**src/rtl/dmadesc_pkg.sv**
```systemverilog
package dmadesc_pkg;
  localparam int ADDR_W = 32;
  localparam int LEN_W  = 24;
  localparam int ID_W   = 2;
  localparam int NUM_ID = 1 << ID_W;

  typedef struct packed {
    logic [ADDR_W-1:0] src;
    logic [ADDR_W-1:0] dst;
    logic [LEN_W-1:0]  xlen;
    logic [LEN_W-1:0]  ylen;
    logic [LEN_W-1:0]  sstride;
    logic [LEN_W-1:0]  dstride;
    logic              cyclic;
    logic [ID_W-1:0]   id;
  } desc_t;

  localparam logic [11:0] RA_MASK   = 12'h080;
  localparam logic [11:0] RA_PEND   = 12'h084;
  localparam logic [11:0] RA_SRC    = 12'h088;
  localparam logic [11:0] RA_CTRL   = 12'h400;
  localparam logic [11:0] RA_NEXTID = 12'h404;
  localparam logic [11:0] RA_START  = 12'h408;
  localparam logic [11:0] RA_FLAGS  = 12'h40C;
  localparam logic [11:0] RA_DADDR  = 12'h410;
  localparam logic [11:0] RA_SADDR  = 12'h414;
  localparam logic [11:0] RA_XLEN   = 12'h418;
  localparam logic [11:0] RA_YLEN   = 12'h41C;
  localparam logic [11:0] RA_DSTR   = 12'h420;
  localparam logic [11:0] RA_SSTR   = 12'h424;
  localparam logic [11:0] RA_DONE   = 12'h428;
  localparam logic [11:0] RA_ACTID  = 12'h42C;
endpackage

```
**src/rtl/desc_fifo.sv**
```systemverilog
module desc_fifo #(
  parameter int W     = 8,
  parameter int DEPTH = 4,
  localparam int PW   = (DEPTH > 1) ? $clog2(DEPTH) : 1
) (
  input  logic         clk,
  input  logic         rst,
  input  logic         flush,
  input  logic         push,
  input  logic [W-1:0] din,
  input  logic         pop,
  output logic [W-1:0] dout,
  output logic [PW:0]  count
);
  logic [W-1:0]  mem [DEPTH];
  logic [PW-1:0] wptr, rptr;

  always_ff @(posedge clk) begin
    if (push) mem[wptr] <= din;
  end

  always_ff @(posedge clk) begin
    if (rst || flush) begin
      wptr  <= '0;
      rptr  <= '0;
      count <= '0;
    end else begin
      if (push) wptr <= (wptr == PW'(DEPTH - 1)) ? '0 : wptr + 1'b1;
      if (pop)  rptr <= (rptr == PW'(DEPTH - 1)) ? '0 : rptr + 1'b1;
      count <= count + (PW+1)'(push) - (PW+1)'(pop);
    end
  end

  assign dout = mem[rptr];

  p_no_overflow_r4: assert property (@(posedge clk) disable iff (rst)
    (push && !flush) |-> (count < (PW+1)'(DEPTH)))
    else $error("queue push while full");
  p_no_underflow_r2: assert property (@(posedge clk) disable iff (rst)
    (pop && !flush) |-> (count != '0))
    else $error("queue pop while empty");
endmodule

```
**src/rtl/irq_ctrl.sv**
```systemverilog
module irq_ctrl #(
  parameter int N = 2
) (
  input  logic         clk,
  input  logic         rst,
  input  logic [N-1:0] set,
  input  logic         w1c_en,
  input  logic [N-1:0] w1c,
  input  logic         mask_wr,
  input  logic [N-1:0] mask_wdata,
  output logic [N-1:0] mask,
  output logic [N-1:0] pend,
  output logic         irq
);
  logic [N-1:0] pend_d, mask_d;

  always_comb begin
    pend_d = (pend & ~(w1c_en ? w1c : '0)) | set;
    mask_d = mask_wr ? mask_wdata : mask;
  end

  always_ff @(posedge clk) begin
    if (rst) begin
      pend <= '0;
      mask <= '1;
      irq  <= 1'b0;
    end else begin
      pend <= pend_d;
      mask <= mask_d;
      irq  <= |(pend_d & ~mask_d);
    end
  end

  p_w1c_clears_r5: assert property (@(posedge clk) disable iff (rst)
    (w1c_en && w1c[0] && !set[0]) |=> !pend[0])
    else $error("pending bit survived write-one-to-clear");
  p_set_sticks_r5: assert property (@(posedge clk) disable iff (rst)
    set[1] |=> pend[1])
    else $error("completion did not set pending");
endmodule

```
**src/rtl/done_tracker.sv**
```systemverilog
module done_tracker #(
  parameter int ID_W = 2,
  localparam int NID = 1 << ID_W
) (
  input  logic            clk,
  input  logic            rst,
  input  logic            flush,
  input  logic            assign_en,
  input  logic [ID_W-1:0] assign_id,
  input  logic            assign_cyc,
  input  logic            cpl_en,
  input  logic [ID_W-1:0] cpl_id,
  input  logic            rd_clr,
  output logic [NID-1:0]  done_bits,
  output logic            slots_full
);
  logic [NID-1:0] cyc_q;
  logic [ID_W:0]  outstanding;
  logic [NID-1:0] clr_mask, set_mask;
  logic           retire;

  always_comb begin
    clr_mask = (rd_clr ? '1 : '0) | (assign_en ? (NID'(1) << assign_id) : '0);
    set_mask = cpl_en ? (NID'(1) << cpl_id) : '0;
    retire   = cpl_en && !cyc_q[cpl_id];
  end

  always_ff @(posedge clk) begin
    if (rst) begin
      done_bits <= '0;
    end else begin
      done_bits <= (done_bits & ~clr_mask) | set_mask;
    end
  end

  always_ff @(posedge clk) begin
    if (rst || flush) begin
      cyc_q       <= '0;
      outstanding <= '0;
    end else begin
      if (assign_en) cyc_q[assign_id] <= assign_cyc;
      outstanding <= outstanding + (ID_W+1)'(assign_en) - (ID_W+1)'(retire);
    end
  end

  assign slots_full = (outstanding == (ID_W+1)'(NID));

  p_outstanding_bound_r4: assert property (@(posedge clk) disable iff (rst)
    outstanding <= (ID_W+1)'(NID))
    else $error("outstanding count beyond ID space");
  p_done_clear_r6: assert property (@(posedge clk) disable iff (rst)
    (rd_clr && !cpl_en) |=> (done_bits == '0))
    else $error("done bits survived read");
  p_reassign_r7: assert property (@(posedge clk) disable iff (rst)
    (assign_en && !cpl_en) |=> !done_bits[$past(assign_id)])
    else $error("done bit not cleared on reassignment");
endmodule

```
**src/rtl/dmadesc_regif.sv**
```systemverilog
module dmadesc_regif
  import dmadesc_pkg::*;
(
  input  logic              clk,
  input  logic              rst,
  input  logic              reg_wr,
  input  logic              reg_rd,
  input  logic [11:0]       reg_addr,
  input  logic [31:0]       reg_wdata,
  output logic [31:0]       reg_rdata,
  output logic              desc_valid,
  input  logic              desc_ready,
  output logic [ADDR_W-1:0] desc_src,
  output logic [ADDR_W-1:0] desc_dst,
  output logic [LEN_W-1:0]  desc_xlen,
  output logic [LEN_W-1:0]  desc_ylen,
  output logic [LEN_W-1:0]  desc_sstride,
  output logic [LEN_W-1:0]  desc_dstride,
  output logic              desc_cyclic,
  output logic [ID_W-1:0]   desc_id,
  input  logic              done_valid,
  input  logic [ID_W-1:0]   done_id,
  output logic              irq
);
  localparam int DW = $bits(desc_t);
  localparam int CW = ID_W + 1;

  logic              ctrl_en, ctrl_pause;
  logic              stg_cyc;
  logic [ADDR_W-1:0] stg_src, stg_dst;
  logic [LEN_W-1:0]  stg_xlen, stg_ylen, stg_sstr, stg_dstr;
  logic [ID_W-1:0]   next_id, active_id;
  logic [CW-1:0]     q_count;
  logic [NUM_ID-1:0] done_bits;
  logic [1:0]        irq_mask, irq_pend;
  logic              slots_full, flush, start_acc, handoff, cpl_en, rd_done;
  desc_t             stg_desc, head;
  logic [DW-1:0]     head_bits;

  function automatic logic wr_at(input logic [11:0] off);
    return reg_wr && (reg_addr == off);
  endfunction

  assign flush     = wr_at(RA_CTRL) && !reg_wdata[0];
  assign start_acc = wr_at(RA_START) && reg_wdata[0] && ctrl_en && !slots_full;
  assign cpl_en    = done_valid && ctrl_en;
  assign rd_done   = reg_rd && (reg_addr == RA_DONE);

  always_comb begin
    stg_desc = '{src: stg_src, dst: stg_dst, xlen: stg_xlen, ylen: stg_ylen,
                 sstride: stg_sstr, dstride: stg_dstr, cyclic: stg_cyc, id: next_id};
  end

  desc_fifo #(.W(DW), .DEPTH(NUM_ID)) u_queue (
    .clk(clk), .rst(rst), .flush(flush), .push(start_acc), .din(stg_desc),
    .pop(handoff), .dout(head_bits), .count(q_count)
  );

  assign head       = desc_t'(head_bits);
  assign desc_valid = (q_count != '0) && ctrl_en && !ctrl_pause;
  assign handoff    = desc_valid && desc_ready;
  assign desc_src     = head.src;
  assign desc_dst     = head.dst;
  assign desc_xlen    = head.xlen;
  assign desc_ylen    = head.ylen;
  assign desc_sstride = head.sstride;
  assign desc_dstride = head.dstride;
  assign desc_cyclic  = head.cyclic;
  assign desc_id      = head.id;

  done_tracker #(.ID_W(ID_W)) u_done (
    .clk(clk), .rst(rst), .flush(flush),
    .assign_en(start_acc), .assign_id(next_id), .assign_cyc(stg_cyc),
    .cpl_en(cpl_en), .cpl_id(done_id), .rd_clr(rd_done),
    .done_bits(done_bits), .slots_full(slots_full)
  );

  irq_ctrl #(.N(2)) u_irq (
    .clk(clk), .rst(rst), .set({cpl_en, handoff}),
    .w1c_en(wr_at(RA_PEND)), .w1c(reg_wdata[1:0]),
    .mask_wr(wr_at(RA_MASK)), .mask_wdata(reg_wdata[1:0]),
    .mask(irq_mask), .pend(irq_pend), .irq(irq)
  );

  always_ff @(posedge clk) begin
    if (rst) begin
      ctrl_en    <= 1'b0;
      ctrl_pause <= 1'b0;
      stg_cyc    <= 1'b0;
      stg_src    <= '0;
      stg_dst    <= '0;
      stg_xlen   <= '0;
      stg_ylen   <= '0;
      stg_sstr   <= '0;
      stg_dstr   <= '0;
      next_id    <= '0;
      active_id  <= '0;
    end else begin
      if (wr_at(RA_CTRL)) begin
        ctrl_en    <= reg_wdata[0];
        ctrl_pause <= reg_wdata[1];
      end
      if (wr_at(RA_FLAGS)) stg_cyc  <= reg_wdata[0];
      if (wr_at(RA_SADDR)) stg_src  <= reg_wdata[ADDR_W-1:0];
      if (wr_at(RA_DADDR)) stg_dst  <= reg_wdata[ADDR_W-1:0];
      if (wr_at(RA_XLEN))  stg_xlen <= reg_wdata[LEN_W-1:0];
      if (wr_at(RA_YLEN))  stg_ylen <= reg_wdata[LEN_W-1:0];
      if (wr_at(RA_SSTR))  stg_sstr <= reg_wdata[LEN_W-1:0];
      if (wr_at(RA_DSTR))  stg_dstr <= reg_wdata[LEN_W-1:0];
      if (start_acc) next_id   <= next_id + 1'b1;
      if (handoff)   active_id <= head.id;
    end
  end

  always_ff @(posedge clk) begin
    if (rst) begin
      reg_rdata <= '0;
    end else if (reg_rd) begin
      case (reg_addr)
        RA_MASK:   reg_rdata <= 32'(irq_mask);
        RA_PEND:   reg_rdata <= 32'(irq_pend);
        RA_SRC:    reg_rdata <= 32'(irq_pend & ~irq_mask);
        RA_CTRL:   reg_rdata <= 32'({ctrl_pause, ctrl_en});
        RA_NEXTID: reg_rdata <= 32'(next_id);
        RA_START:  reg_rdata <= 32'(slots_full);
        RA_FLAGS:  reg_rdata <= 32'(stg_cyc);
        RA_DADDR:  reg_rdata <= 32'(stg_dst);
        RA_SADDR:  reg_rdata <= 32'(stg_src);
        RA_XLEN:   reg_rdata <= 32'(stg_xlen);
        RA_YLEN:   reg_rdata <= 32'(stg_ylen);
        RA_DSTR:   reg_rdata <= 32'(stg_dstr);
        RA_SSTR:   reg_rdata <= 32'(stg_sstr);
        RA_DONE:   reg_rdata <= 32'(done_bits);
        RA_ACTID:  reg_rdata <= 32'(active_id);
        default:   reg_rdata <= '0;
      endcase
    end
  end

  p_id_step_r3: assert property (@(posedge clk) disable iff (rst)
    start_acc |=> (next_id == $past(next_id) + 1'b1))
    else $error("ID did not advance on accepted start");
  p_desc_hold_r2: assert property (@(posedge clk) disable iff (rst)
    (desc_valid && !desc_ready && !wr_at(RA_CTRL)) |=> (desc_valid && $stable(desc_id)))
    else $error("offered descriptor withdrawn");
  p_no_handoff_disabled_r8: assert property (@(posedge clk) disable iff (rst)
    flush |=> !desc_valid)
    else $error("descriptor offered after disable");
endmodule

```
**config.mk**
```make
export PLATFORM = sky130hd
export DESIGN_NAME = dmadesc_regif
export DESIGN_NICKNAME = d
export VERILOG_FILES = /design/src/rtl/dmadesc_pkg.sv /design/src/rtl/desc_fifo.sv /design/src/rtl/irq_ctrl.sv /design/src/rtl/done_tracker.sv /design/src/rtl/dmadesc_regif.sv
export SDC_FILE = /design/constraint.sdc
export NUM_CORES = 1
export LEC_CHECK = 0
export CAP_MARGIN = 20
export CELL_PAD_IN_SITES_DETAIL_PLACEMENT = 0
export CELL_PAD_IN_SITES_GLOBAL_PLACEMENT = 1
export CORE_MARGIN = 2
export CORE_UTILIZATION = 45
export CTS_CLUSTER_DIAMETER = 40
export DETAILED_ROUTE_END_ITERATION = 10
export DONT_BUFFER_PORTS = 1
export PLACE_DENSITY_LB_ADDON = 0.1
export SYNTH_ARGS = -nofsm -noshare
export SYNTH_HDL_FRONTEND = slang
export SYNTH_SLANG_ARGS = --single-unit
```
**constraint.sdc**
```tcl
create_clock -name clk -period 6.55 [get_ports clk]
set_input_delay 0.3275 -clock clk [delete_from_list [all_inputs] [get_ports clk]]
set_output_delay 0.3275 -clock clk [all_outputs]
set_load 0.1 [all_outputs]
```
; After elaboration in Yosys (flattened, before gate mapping)
; Memory sizes are Yosys's and may differ from the RTL's. A register that Yosys moved wholly into a read port is not among the register bits.
; Cells that the tools add are included.
[classes]
addsub = 7
magnitude_cmp = 3
eq_ne = 18
shift = 2
muxes = 17
bitwise = 11
n_reduce_logical = 29
[ops]
columns = operator, count
row1 = one-hot mux 32 bit (15 select lines), 1
row2 = == test 12 x 11 -> 1 bit (second input constant), 12
row3 = == test 12 x 8 -> 1 bit (second input constant), 3
row4 = AND 2 x 32 -> 32 bit, 1
row5 = inverter 2 -> 32 bit, 1
row6 = logical AND 1 bit, 22
row7 = 2-to-1 mux 2 bit, 6
row8 = 2-to-1 mux 4 bit, 3
row9 = bitwise OR 4 bit, 2
row10 = left shift 1 x 2 -> 4 bit (first input constant), 2
row11 = adder 2 x 1 -> 2 bit (second input constant), 3
row12 = adder 3 x 1 -> 3 bit, 2
row13 = less-than comparator 2 x 3 -> 1 bit (second input constant), 2
row14 = subtractor 3 x 1 -> 3 bit, 2
row15 = AND 2 bit, 2
row16 = AND 4 bit, 1
row17 = bitwise mux 4 bit, 1
row18 = == test 2 bit (second input constant), 2
row19 = zero test 1 bit, 4
row20 = 2-to-1 mux 1 bit, 4
row21 = inverter 2 bit, 2
row22 = inverter 4 bit, 1
row23 = == test 3 bit (second input constant), 1
row24 = nonzero test 3 bit, 1
row25 = other kinds (6), 6
[word_totals]
reg_bits = 222
ramBits = 652
in_bits = 52
out_inout_bits = 197
elab_cells = 109
memories = 1
[memory_table]
columns = name, words, word_bits, read_ports, rd_ports_with_merged_regs, wr, line
row1 = u_queue.mem, 4, 163, 1, 1, 1, desc_fifo.sv:15  ; logic [W-1:0] mem [DEPTH];

; Longest topological paths before layout
; Gate-level depths: netlist of run 1.
[depth]
word_depth = 10
ltp_mapped = 12
depth_no_buf = 12

; Hierarchy
; From an unflattened synthesis of run 1, not the netlist that was laid out.
[unflattened]
hier_cells = 2042
hier_area_um2 = 33393.3
[by_module_without_submodules]
columns = module, instances, cells_each, area_each_um2, seq_area_each_um2
row1 = desc_fifo, 1, 894, 23929.2, 19759.0
row2 = dmadesc_regif, 1, 1082, 8743.4, 3983.8
row3 = done_tracker, 1, 50, 558.0, 220.2
row4 = irq_ctrl, 1, 16, 162.7, 100.1

; Worst setup path before layout of run 1
; No wires, ideal clock.
[synth_path]
path_kind = input to register
start = in reg_addr[5]
end = mem u_queue.mem[3][0] (netlist name) (enable)
setup_ps = 543
arrival_time_ps = 5234
required_ps = 6007
path_slack_ps = 773
cell_stages = 5
path_buffers = 2
path_cell_list = buf_2 or3b_2 nor3_1 clkbuf_1 and3_1
[synth_via]
elab_chain_len = 7
[synth_rtl]
columns = item, line
row1 = "start, declared", dmadesc_regif.sv:8  ; input logic [11:0] reg_addr,
row2 = == test 12 x 11 -> 1 bit, dmadesc_regif.sv:41  ; return reg_wr && (reg_addr == off);
row3 = logical AND 1 bit, dmadesc_regif.sv:41
row4 = logical AND 1 bit (3 in a row), dmadesc_regif.sv:45  ; assign start_acc = wr_at(RA_START) && reg_wdata[0] && ctrl_en && !slots_full;
row5 = 2-to-1 mux 1 bit, desc_fifo.sv:19  ; if (push) mem[wptr] <= din;
row6 = 2-to-1 mux 1 bit (implied by the code), desc_fifo.sv:19
row7 = "end, declared", desc_fifo.sv:15
; Every way passes these cells.

==> reports/results.txt, run 1 <==
worst reg-to-reg setup slack -> 3.62 ns
setup TNS -> 0 ns
cells on worst reg2reg path -> 4
die span in x -> 274 µm
Area growth syn-to-layout -> 17.3%
Setup crit start kind -> flip-flop
DP HPWL -> 55000 µm
fin area -> 38600 µm²
port bufs -> 0
Hold Path Class -> input pin to flip-flop
final period utilization -> 54.8%
EDFF count, synth -> 652
post-synthesis cell type count -> 59
# rows -> 99
wire per inst -> 28.0 µm
CP required -> 6.22 ns
Post-Layout Cell Count -> 3168
Post-Route WL -> 88700 µm
CP Max Fanout -> 117
Worst VDD drop -> 0.180 mV
Post-CTS Hold Buffers -> 43
share of the yosys chip area belonging to registers -> 73.1%
Nets -> 2171
Worst Clk Skew -> 0.0234 ns
latest clock arrival within the worst-skew pair -> 0.67 ns
Global Route Usage Sum -> 23.6%
cell area after synthesis -> 32900 µm²
1st-iter DRT viols -> 1480
initial antenna violation count -> 5
Crit Path Class -> flip-flop to primary output
Power Dens Cells -> 328 nW/µm²
global route total overflow -> 0
FILL cells -> 5861
H-Tree Level Count -> 3
crit path DAT -> 3.26 ns
CTS sink cnt -> 876
Post-DRT Antenna Nets -> 0
total power draw -> 12.7 mW
Synth area leader -> edfxtp_1
Synth Flop Type -> edfxtp_1
asr flop ratio synth -> 0%
max capacitance violation total -> 0
share of cells above drive strength 1 -> 19.4%
fin crit period -> 3.59 ns
Critical Path End Type -> primary output
top cells by count, synth -> edfxtp_1, nand2_1, dfxtp_1, a21oi_1, mux4_2
first-pass GRT wire length -> 129000 µm
WHS Path Cells -> 3
max-slew violations -> 0
hold_sp -> reg_rd
setup ws final -> 2.96 ns
via/cell ratio -> 5.77
synthesized area per cell -> 16.2 µm²
Worst-Margin Slew -> 1.16 ns
Synth top area share -> 59.5%
status -> finished clean
largest net degree at the start of global routing -> 208
max frequency -> 0.278 GHz
Max clock buf depth -> 3
cts bufs inserted -> 120
area taken by multi-input logic gates -> 8230 µm²
relative slew slack -> 22.8%
register area -> 24100 µm²
Worst R2R End -> u_queue.mem[2][55]$_DFFE_PP_
Leak Pwr -> 13.8 nW
Seq cells post-synth -> 876
post-CTS resize count -> 0
most area-consuming cells after synthesis -> edfxtp_1, dfxtp_1, mux4_2
Die Span Y -> 274 µm
Root Buffer -> clkbuf_16
drt drc -> 0
Vias -> 18289
Final Wtd Congestion -> 0.805
final setup fails -> 0
reg2reg start -> u_done.outstanding[1]$_SDFF_PP0_
Placed Cells incl. Taps -> 2895
RSZ-0062 raised after global routing -> false
hold path endpoint -> reg_rdata[26]$_SDFFE_PP0P_
most common cell in the netlist -> edfxtp_1
# Post-CTS Setup Buffers -> 0
vias in the first global route -> 18238
DIE AREA -> 75300 µm²
CTS tree -> done
Hold Vio Cnt, Final -> 0
synth warn -> 0
Initial Util -> 45.2%
core area -> 72700 µm²
Syn Inst Count -> 2031
Post-Syn Nets -> 2098
dpl ws -> 3.08 ns
drt first pass iters -> 5
dpl cell area -> 33900 µm²
Worst-path clk slew -> 0.06 ns
Top Ports -> 249
## cell families (layout without fill, tap and decap cells)
| kind of cell | count (synthesis) | count (layout) | share of synthesized area [%] |
|---|---|---|---|
| XOR/XNOR | 5 | 5 | 0.133 |
| AND/OR/NAND/NOR | 493 | 493 | 6.42 |
| flip-flops | 876 | 876 | 73.1 |
| buffers and inverters | 145 | 322 | 1.93 |
| adder cells (fa/ha/maj) | 15 | 15 | 0.616 |
| multiplexers | 192 | 192 | 12.1 |
| AO/OA/AOI/OAI | 305 | 305 | 5.63 |
| other | 0 | 1 | 0 |
## stage by stage
| step | util (%) | hold WS, ns |
|---|---|---|
| 6_report | 53.1 | 0.0548 |
| 5_1_grt | 53.1 | 0.0600 |
| 4_1_cts | 53.0 | 0.0229 |
| 3_5_place_dp | 46.7 | 0.466 |
| 3_3_place_gp | 46.6 | 0.455 |
| 2_1_floorplan | - | 0.445 |
## cell type report
| type | instances | area share (%) |
|---|---|---|
| Sequential cell | 876 | 62.4 |
| Clock inverter | 89 | 2.48 |
| Antenna cell | 1 | 0.00649 |
| Inverter | 15 | 0.146 |
| Multi-Input combinational cell | 1010 | 21.3 |
| Tap cell | 959 | 3.11 |
| Timing Repair Buffer | 81 | 2.27 |
| Clock buffer | 137 | 8.28 |
## routing by layer
| metal | part of all wire [%] | track usage (%) |
|---|---|---|
| met1 | 39 | 29.4 |
| met2 | 51 | 40.5 |
| met3 | 7.5 | 6.24 |
| met4 | 2.4 | 6.91 |
| met5 | 0.056 | 0 |
## worst max-delay path by stage
| stage | from | endpoint | slack [ns] | depth (start not counted) |
|---|---|---|---|---|
| final | flip-flop | desc_dst[3] | 2.96 | 2 |
| after global routing | flip-flop | desc_dst[20] | 2.95 | 2 |
| after CTS | flip-flop | desc_dst[20] | 3.03 | 2 |
| after detailed placement | reg_addr[1] | u_queue.mem[2][55]$_DFFE_PP_ | 3.08 | 5 |
| after global placement | reg_addr[1] | u_queue.mem[2][49]$_DFFE_PP_ | 3.13 | 5 |
| after floorplan | reg_addr[5] | u_queue.mem[3][0]$_DFFE_PP_ | 0.77 | 5 |
## cells in the final DEF (no fill, tap or decap), types with 6 or more instances in the layout
| master | instances |
|---|---|
| edfxtp_1 | 652 |
| nand2_1 | 362 |
| dfxtp_1 | 222 |
| a21oi_1 | 199 |
| mux4_2 | 165 |
| clkbuf_16 | 125 |
| nor2_1 | 59 |
| dlygate4sd3_1 | 41 |
| mux2i_1 | 26 |
| buf_4 | 26 |
| nand3_1 | 22 |
| a221oi_1 | 20 |
| clkinvlp_4 | 18 |
| clkinv_2 | 16 |
| bufinv_16 | 15 |
| inv_1 | 14 |
| a222oi_1 | 14 |
| inv_6 | 14 |
| clkinv_1 | 13 |
| ha_1 | 13 |
| o21ai_0 | 11 |
| clkbuf_1 | 11 |
| a22oi_1 | 10 |
| a22o_1 | 9 |
| o21bai_1 | 9 |
| clkinv_4 | 9 |
| a211oi_1 | 8 |
| a311oi_1 | 7 |
| buf_12 | 7 |
| and3_1 | 6 |
## registers in the layout, indices dropped and copies added, names as in the netlist, 2 cells and up, named ones only
name                count
u_irq.pend              2
next_id                 2
reg_rdata              32
stg_src                32
stg_sstr               24
u_done.done_bits        4
u_queue.wptr            2
u_done.cyc_q            4
stg_dstr               24
stg_xlen               24
u_queue.rptr            2
u_done.outstanding      3
active_id               2
u_queue.count           3
u_irq.mask              2
stg_ylen               24
stg_dst                32
u_queue.mem           652
## worst max-delay path: stages (launching register included)
cell,delay [ns]
dfxtp_4,0.86
buf_12,0.45
mux4_2,0.79
## power by group
group / leakage (nW) / switching (mW) / total [mW] / internal, mW
combinational: 2.38 / 0.0875 / 0.127 / 0.0396
sequential: 9.39 / 0.0563 / 5.95 / 5.89
clock: 1.99 / 2.46 / 6.58 / 4.12
(Power assumes the default switching activity.)
==> run 2: changes to the inputs <==
- ABC_AREA: unset -> 1
- clock period: 6.55 -> 3.64 ns (I/O delays scaled with it)
==> run 2 against run 1 <==
Worst setup slack got worse by 2.8 ns. Sequential share of layout area decreased by 5.1 points. Global-route usage increased by 3.3 points. Combinational power increased by 81%. Routed wire length increased by 17%. Area after synthesis increased by 2.2%. Clock skew decreased by 0.0022 ns. Cell area increased by 8.9%. Cell count increased by 34%. Clock-buffer cell count increased by 26. Hold slack got worse by 0.0052 ns. Total power increased by 85%.
==> reports/results.txt, run 2 <==
Final Wtd Congestion -> 0.853 (+6.0%)
area taken by multi-input logic gates -> 9250 µm² (+12%)
Area growth syn-to-layout -> 25.0%
share of cells above drive strength 1 -> 19.7% (+0.27 points)
CTS tree -> done
max reg flops -> 652 (unchanged)
Die Span Y -> 277 µm (+1.1%)
max frequency -> 0.288 GHz
global route total overflow -> 0 (unchanged)
# rows -> 100 (+1.0%)
EDFF count, synth -> 652 (unchanged)
fraction of synthesized area in multiplexers -> 0% (-12 points)
top cells by count, synth -> edfxtp_1, nor2_1, o21ai_0, dfxtp_1, o22ai_1
synthesized area per cell -> 11.5 µm² (-29%)
latest clock arrival within the worst-skew pair -> 0.71 ns (+0.04 ns)
Synth Flop Type -> edfxtp_1
CP Max Fanout -> 35 (-70%)
FILL cells -> 6186 (+5.5%)
total power draw -> 23.4 mW (+85%)
vias in the first global route -> 23512 (+29%)
Crit Path Class -> input pin to flip-flop
status -> finished clean
Global Route Usage Sum -> 26.9% (+3.3 points)
drt drc -> 0 (unchanged)
synth warn -> 0 (unchanged)
largest family of logic cells by synthesized area -> compound AO/OA/AOI/OAI gates
most frequent cells in the layout -> edfxtp_1, nor2_1, o21ai_0, dfxtp_1, buf_4
Hold Path Class -> input pin to flip-flop
max capacitance violation total -> 0 (unchanged)
Synth top area share -> 58.2% (-1.3 points)
Top Ports -> 249 (unchanged)
Worst-Margin Slew -> 1.13 ns (-0.0279 ns)
RSZ-0062 raised after global routing -> false
post-synthesis cell type count -> 32 (-46%)
Seq cells post-synth -> 876 (unchanged)
Max clock buf depth -> 3 (unchanged)
Worst-path clk slew -> 0.05 ns (about the same)
simple-gate share of the synthesized area -> 9.61% (+3.2 points)
dpl cell area -> 37000 µm² (+9.0%)
asr flop ratio synth -> 0% (unchanged)
Root Buffer -> clkbuf_16
share of the yosys chip area belonging to registers -> 71.6% (-1.6 points)
Post-Syn Nets -> 3003 (+43%)
fin area -> 42000 µm² (+8.9%)
CTS sink cnt -> 876 (unchanged)
Worst VDD drop -> 0.333 mV (+85%)
DIE AREA -> 76900 µm² (+2.2%)
register area -> 24100 µm² (unchanged)
Syn Inst Count -> 2936 (+45%)
Power Dens Cells -> 557 nW/µm² (+70%)
cts bufs inserted -> 132 (+10%)
Critical Path End Type -> flip-flop
Top reg by flops -> u_queue.mem
Initial Util -> 45.3% (+0.064 points)
DP HPWL -> 62600 µm (+14%)
drt first pass iters -> 7 (+2)
H-Tree Level Count -> 4 (+1)
Core Util, Final -> 56.7% (+3.6 points)
max-slew violations -> 0 (unchanged)
wire per inst -> 24.5 µm (-12%)
final period utilization -> 95.5%
post-synthesis compound-gate area fraction -> 14.0% (+8.3 points)
cell area after synthesis -> 33600 µm² (+2.2%)
Leak Pwr -> 15.0 nW (+8.7%)
Post-DRT Antenna Nets -> 0 (unchanged)
post-synthesis xor/xnor area fraction -> 0.0521% (-0.081 points)
relative slew slack -> 24.7% (+1.9 points)
adder-cell share of the synthesized area -> 0.603% (-0.013 points)
Nets -> 3213 (+48%)
via/cell ratio -> 5.61 (-2.9%)
commonest non-fill, non-tap cell in the layout -> edfxtp_1
Post-Route WL -> 104000 µm (+17%)
most area-consuming cells after synthesis -> edfxtp_1, dfxtp_1, o21ai_0
1st-iter DRT viols -> 2079 (+40%)
initial antenna violation count -> 12 (+7)
port bufs -> 0 (unchanged)
fin crit period -> 3.48 ns
CP required -> 4.29 ns (-1.93 ns)
die span in x -> 277 µm (+1.1%)
Hold Slack -> 0.0496 ns (-0.00519 ns)
first-pass GRT wire length -> 153000 µm (+18%)
Hold Vio Cnt, Final -> 0 (unchanged)
core area -> 74200 µm² (+2.0%)
Worst Clk Skew -> 0.0212 ns (-0.00223 ns)
Synth area leader -> edfxtp_1
final setup fails -> 0 (unchanged)
Setup crit start kind -> input pin
most common cell in the netlist -> edfxtp_1
largest net degree at the start of global routing -> 167 (-20%)
crit path DAT -> 4.13 ns (+0.87 ns)
# Post-CTS Setup Buffers -> 0 (unchanged)
Vias -> 23721 (+30%)
-- run 2: changes by cell type in the layout (fill, tap and decap cells not counted), sizes merged, moves of 14 or more --
cell,change
o21ai,+556
nor2,+476
nand2,-196
buf,+172
o22ai,+169
mux4,-165
inv,+149
nand3,+52
a21oi,-49
mux2i,-26
clkbuf,+25
a221oi,-20
a222oi,-14
-- run 2: critical path, stage by stage --
cell	delay [ns]
dlygate4sd3_1	0.60
inv_6	0.07
nand2_4	0.03
dlygate4sd3_1	0.60
nor2_4	0.22
buf_4	0.43
nand2_1	0.10
buf_4	0.31
o21ai_0	0.24
nand2_1	0.08
dlygate4sd3_1	0.58
a21oi_1	0.11
dlygate4sd3_1	0.55
-- run 2: stage by stage --
| stage | worst slack [ns] | TNS, ns | instances |
|---|---|---|---|
| after global placement | 1.01 | 0 | 3927 |
| final | 0.163 | 0 | 4232 |
| after global routing | 0.0240 | 0 | 4228 |
| after detailed placement | 1.02 | 0 | 3927 |
| after floorplan | -0.107 | -60.15 | 2936 |
| after CTS | 0.179 | 0 | 4225 |
-- run 2: layer usage --
layer	track usage, %	wire length, µm	vias to the layer above
met5	0	37	-
met4	12.8	4340	6
met3	6.19	6930	182
met2	42.3	48800	804
met1	35.5	43700	11814
li1	-	-	10915
-- run 2: where the power goes --
part / switching, mW / internal [mW]
registers: 0.000692 / 10.6
logic: 0.166 / 0.0632
clock network: 4.55 / 8.01
-- run 2: worst paths after layout --
| check | startpoint | endpoint | slack, ns | cells after the start |
|---|---|---|---|---|
| min | reg_wr | stg_ylen[23]$_SDFFE_PP0P_ | 0.05 | 3 |
| max reg2reg | u_queue.count[1]$_SDFF_PP0_ | u_queue.count[2]$_SDFF_PP0_ | 1.02 | 12 |
| max | reg_addr[9] | reg_rdata[27]$_SDFFE_PP0P_ | 0.16 | 13 |
| min reg2reg | u_queue.count[2]$_SDFF_PP0_ | u_queue.count[2]$_SDFF_PP0_ | 0.48 | 2 |
-- run 2: cell type report --
cell class                 instances  share of cell area (%)
inverter                         169                    1.59
antenna                            7                  0.0417
tap                              969                    2.88
sequential                       876                    57.3
clock inverter                    81                    2.12
multi-input combinational       1704                    22.0
timing repair buffer             263                    5.59
clock buffer                     163                    8.50
-- run 2: cell families after synthesis --
family          after synthesis
buf+inv                     356
fa+ha+maj                    15
compound gates              893
simple gates                794
flops                       876
xor+xnor                      2
-- run 2: timing repair --
item	in CTS	in global routing
hold buffers	54	0
endpoints found under the setup margin	0	0
resized for setup	0	0
hold endpoints to repair	220	0
